File: src/rtl/bitword_serializer.sv
module bitword_serializer #(
  parameter int SLOW_REPS = 4
) (
  input  logic       clk,
  input  logic       rst_n,
  input  logic [7:0] in_data,
  input  logic       in_last,
  input  logic       in_valid,
  output logic       in_ready,
  input  logic       slow_mode,
  input  logic [2:0] shift_dly,
  input  logic       tx_ready,
  output logic       tx_valid,
  output logic [7:0] tx_word,
  output logic       done
);

  localparam int REP_W = (SLOW_REPS > 2) ? $clog2(SLOW_REPS) : 1;
  localparam logic [REP_W-1:0] REP_LAST = REP_W'(SLOW_REPS - 1);

  logic [7:0]       byte_q;
  logic [7:0]       prev_q;
  logic [2:0]       bit_q;
  logic [REP_W-1:0] rep_q;
  logic             busy_q;
  logic             last_q;
  logic             flush_q;
  logic             done_q;

  wire  [7:0]  cur_w    = byte_q[3'd7 - bit_q] ? 8'hFF : 8'h00;
  wire  [15:0] pair_w   = {prev_q, flush_q ? 8'h00 : cur_w} >> shift_dly;
  wire         fire     = tx_valid & tx_ready;
  wire         last_rep = !slow_mode || (rep_q == REP_LAST);

  assign tx_word  = pair_w[7:0];
  assign tx_valid = busy_q | flush_q;
  assign in_ready = !(busy_q | flush_q);
  assign done     = done_q;

  always_ff @(posedge clk) begin
    if (!rst_n) begin
      byte_q  <= '0;
      prev_q  <= '0;
      bit_q   <= '0;
      rep_q   <= '0;
      busy_q  <= 1'b0;
      last_q  <= 1'b0;
      flush_q <= 1'b0;
      done_q  <= 1'b0;
    end else begin
      done_q <= fire & flush_q;
      if (in_valid && in_ready) begin
        byte_q <= in_data;
        last_q <= in_last;
        bit_q  <= '0;
        rep_q  <= '0;
        busy_q <= 1'b1;
      end
      if (fire && flush_q) begin
        flush_q <= 1'b0;
        prev_q  <= '0;
      end else if (fire) begin
        prev_q <= cur_w;
        if (last_rep) begin
          rep_q <= '0;
          bit_q <= bit_q + 3'd1;
          if (bit_q == 3'd7) begin
            busy_q  <= 1'b0;
            flush_q <= last_q;
          end
        end else begin
          rep_q <= rep_q + 1'b1;
        end
      end
    end
  end

endmodule

File: config.mk
export PLATFORM = sky130hd
export DESIGN_NAME = bitword_serializer
export DESIGN_NICKNAME = d
export VERILOG_FILES = /design/src/rtl/bitword_serializer.sv
export SDC_FILE = /design/constraint.sdc
export NUM_CORES = 1
export LEC_CHECK = 0
export BUFFER_PORTS_ARGS = -buffer_cell sky130_fd_sc_hd__buf_2
export CAP_MARGIN = 20
export CORE_MARGIN = 10
export CORE_UTILIZATION = 30
export CTS_CLUSTER_DIAMETER = 150
export CTS_CLUSTER_SIZE = 10
export DETAILED_ROUTE_END_ITERATION = 6
export HOLD_SLACK_MARGIN = 0.06
export SETUP_SLACK_MARGIN = 0.02
export SLEW_MARGIN = 20
export SYNTH_ARGS = -nofsm -noshare
export SYNTH_HDL_FRONTEND = slang
export SYNTH_SLANG_ARGS = --single-unit
File: constraint.sdc
create_clock -name clk -period 3.79 [get_ports clk]
set_input_delay 0.379 -clock clk [delete_from_list [all_inputs] [get_ports clk]]
set_output_delay 0.379 -clock clk [all_outputs]
set_load 0.01 [all_outputs]
Word level (Yosys, flattened, before mapping)
Index checks and enable logic that the tools add are counted.

Multiplexer cells: 17. Reduce and logical (&&, ||, !) cells: 7. Bitwise logic cells: 4. Add/sub/neg operators: 3. Shift-type cells: 1. Equal/unequal tests: 2. Magnitude comparators: 1.

Operator list (count): $mux 8 (2); $shr 16x3->8 (1); $mux 3 (4); $mux 2 (4); $mux 1 (6); $lt 3x4->1 const B (1); $add 3x1->3 const B (1); $bmux 1 s3 (1); $eq 3x3->1 const B (1); $reduce_and 3->1 (1); $sub 3x3->3 const A (1); $add 2x1->2 const B (1); $and 1x1->1 (2); $eq 2x2->1 const B (1); $logic_and 1x1->1 (2); $logic_not 1->1 (2); $reduce_or 2->1 (1); $logic_or 1x1->1 (1); $not 1->1 (1); $or 1x1->1 (1).

Bits of input ports: 17. Bits in registers: 25. Output and inout port bits: 11. Logic and storage cells: 43.

Depth between registers and ports, before layout
Depth in word-level cells: 8. Gate-level depth with buffers: 6. Mapped depth without buffers: 4.

Least setup slack after synthesis
Ideal clock, no wire load.

Path kind: flip-flop to output port. Start: reg bit_q[0]. End: out tx_word[1]. Path buffers: 2. Arrival: 1.402 ns. Path slack: 2.009 ns. Stages on the path, launching flop included: 6. Path through: dfxtp_1 -> buf_6 -> mux2_1 -> a2bb2o_2 -> buf_6 -> o32ai_1.

Word-level cells in the longest chain between the ends: 6.

RTL lines: from (decl) (line 23) `logic [2:0] bit_q;`; from (signal assigned) (line 66) `bit_q <= bit_q + 3'd1;`; $sub 3x3->3 (line 30) `wire [7:0] cur_w = byte_q[3'd7 - bit_q] ? 8'hFF : 8'h00;`; $bmux 1 s3 (line 30); $mux 1 (not written as such) (line 30); $mux 8 (line 30); $mux 8 (line 31) `wire [15:0] pair_w = {prev_q, flush_q ? 8'h00 : cur_w} >> shift_dly;`; $shr 16x3->8 (line 31); to (decl) (line 14) `output logic [7:0] tx_word,`.

No other way between the ends. The select of a mux whose other input is x is not followed.

Worst setup path in the final report
Ends and elaborated chain as after synthesis.

==> flow_summary.toml <==
[place]
gp_congestion = 0.724
place_area_sq_mm = 0.00118
hpwl_mm = 1.95
numPortBuffers = 27

[sta]
timing.final.crit_share_pct = 61.1
setup_tns_ps = 0
final-hold-violation-count = 0
fmax_ghz = 0.432
worst_pin_slew_ps = 623
setup_viol = 0
layout_min_cycle_time_ps = 2310
maxSlewViolCount = 0
fin_worst_skew_ps = 5.09
slew_headroom_pct = 58.3
rsz0062_at_grt = "no"

[critical_path]
cp-start-kind = "flop"
worstPathMaxFanout = 9
crit_arrival_ps = 1940
critPathCaptureType = "output pin"
required_ps = 3410
critical_path_class = "reg -> out"

[synth]
synth.distinct_cells = 34
synth_edf_count = 0
synthMuxAreaShare_pct = 3.91
netlist_area_sq_mm = 0.00106
synth_xor_area_share_pct = 0
synth_warnings = 0
synthAdderAreaFrac_pct = 3.55
async_reset_ff_share_pct = 0
ys_seq_elements = 18
synth_flop_cell = "dfxtp_1"
ys_seq_area_share_pct = 34.1
syn-num-nets = 142
syn_inst = 122
synth_top_family_by_area = "compound AO/OA/AOI/OAI gates"
synth_compound_area_share_pct = 26.4
synthSimpleGateAreaFrac_pct = 25.0
syn_avg_cell_area_sq_um = 8.66

[clocking]
cts_resized = 0
clkSinkCount = 18
cts_root_buf = "clkbuf_4"
hold_buffers = 0
numCtsBuffers = 3
clkLatencyLatePin_ps = 290
clk_pin_slew_worst_paths_ps = 100
cts_buffer_depth = 2
post-cts-setup-buffers = 0
cts_tree = "yes"
cts-htree-levels = 1

[pwr]
p_total_w = 0.000388
ir_worst_vdd_v = 0.000287
p_sw_share_pct = 27.0
p_int_w = 0.000284
power_frac_seq_pct = 52.7
pwr-share-comb_pct = 17.1
p_leak_nw = 0.526
power.density_mw_per_mm2 = 320
pwr-share-clk_pct = 30.2
power_switching_w = 0.000105

[grt]
grt_overflow = 0
grt_use_total_pct = 8.10
grt_antenna_before_repair = 0
grt_pass1_vias = 1022
grt_start_max_net_pins = 20
grt_pass1_wl_mm = 4.34

[run]
drv_cap = 0

[route]
dr_total_vias = 963
final_antenna_net_count = 0
drt_iter0_drc = 8
drt-total-wl_mm = 2.49
drt-wirelength-per-cell_um = 13.2
drc = 0
avgViaCountPerCell = 5.10
drt_first_pass_iters = 4

[finish]
area_delta_synth_final_pct = 15.0
num_antenna_cells = 0
drive_above_1_share_pct = 25.2
final_cell_mix = "buf_2 (27), nand2_1 (24), dfxtp_1 (18)"
design_area_sq_mm = 0.00121
final_nets = 164
layout_commonest_cell = "buf_2"

[die]
die_x_um = 79.3
pin_count = 28
start_util_pct = 31.4
core_sq_mm = 0.00336
die_h_um = 79.3
row_count = 21
die_area_sq_mm = 0.00629

[outcome]
status = "complete, no violations"

[min_path]
hold_path_class = "in -> reg"
[cell families (layout without fill, tap and decap cells)]
| kind of cell | Yosys count | after routing |
|---|---|---|
| mux | 4 | 4 |
| fa+ha+maj | 3 | 3 |
| flops | 18 | 18 |
| buf+inv | 11 | 32 |
| compound gates | 34 | 34 |
| simple gates | 52 | 52 |
[final timing paths]
check	from	to	slack, ps	cells past startpoint
worst max-delay path	bit_q[0]	tx_word[1]	1480	4
worst min-delay path	in_data[6]	byte_q[6]	320	3
worst max register to register	bit_q[0]	prev_q[6]	2210	3
worst min register to register	byte_q[5]	byte_q[5]	470	2
[routing by layer]
| metal | part of all wire, % | global-route usage [%] |
|---|---|---|
| met5 | 0 | 0 |
| met3 | 6.6 | 3.27 |
| met2 | 47 | 13.9 |
| met4 | 0.32 | 1.43 |
| met1 | 47 | 9.27 |
[registers in the layout (all words and copies together) (netlist names)]
| signal | cells |
|---|---|
| prev_q | 1 |
| flush_q | 1 |
| byte_q | 8 |
| rep_q | 2 |
| busy_q | 1 |
| last_q | 1 |
| bit_q | 3 |
| done | 1 |
[Yosys cell counts (2+ instances only)]
master,n,area share (%)
buf_2,2,0.95
nor2b_1,4,2.4
mux2i_1,3,2.8
nor2_1,4,1.4
and3_1,2,1.2
or3_1,3,1.8
and3b_1,2,1.7
dfxtp_1,18,34
o31ai_1,4,2.8
buf_1,2,0.71
clkbuf_1,2,0.71
buf_6,4,4.3
o32ai_1,2,1.7
ha_1,3,3.6
nand3_1,7,3.3
a21boi_0,14,10
o211ai_1,3,2.1
o21ai_0,4,1.9
nand2_1,24,8.5
[final cells by class]
type                       instances  area [sq um]
clock buffer                       4          36.3
fill                             379          2150
inverter                           1          3.75
multi-input combinational         93           622
sequential                        18           360
tap                               46          57.6
timing repair buffer              27           135
[worst max-delay path, stage by stage, from the launching register on]
cell     delay [ps]
dfxtp_1         510
mux2i_1         130
a221o_1         490
o32ai_1         340
buf_2           190
[power groups by stage]
| stage | logic (W) | clock network (W) | registers (W) |
|---|---|---|---|
| after floorplan | 0.0000506 | 0 | 0.000205 |
| after global placement | 0.0000650 | 0 | 0.000209 |
| after detailed placement | 0.0000677 | 0 | 0.000209 |
| after CTS | 0.0000679 | 0.000123 | 0.000205 |
| after global routing | 0.0000758 | 0.000131 | 0.000206 |
| final | 0.0000664 | 0.000117 | 0.000205 |
[through the flow]
step	setup WS, ps	cells	hold slack (ps)	util (%)
CTS	1450	189	312	36.1
detailed placement	1790	185	457	35.0
finish	1480	189	324	36.1
floorplan	2010	122	439	-
global route	1300	189	313	36.1
global placement	1900	185	458	35.0
Note: power is estimated with default switching activity, not from simulation.
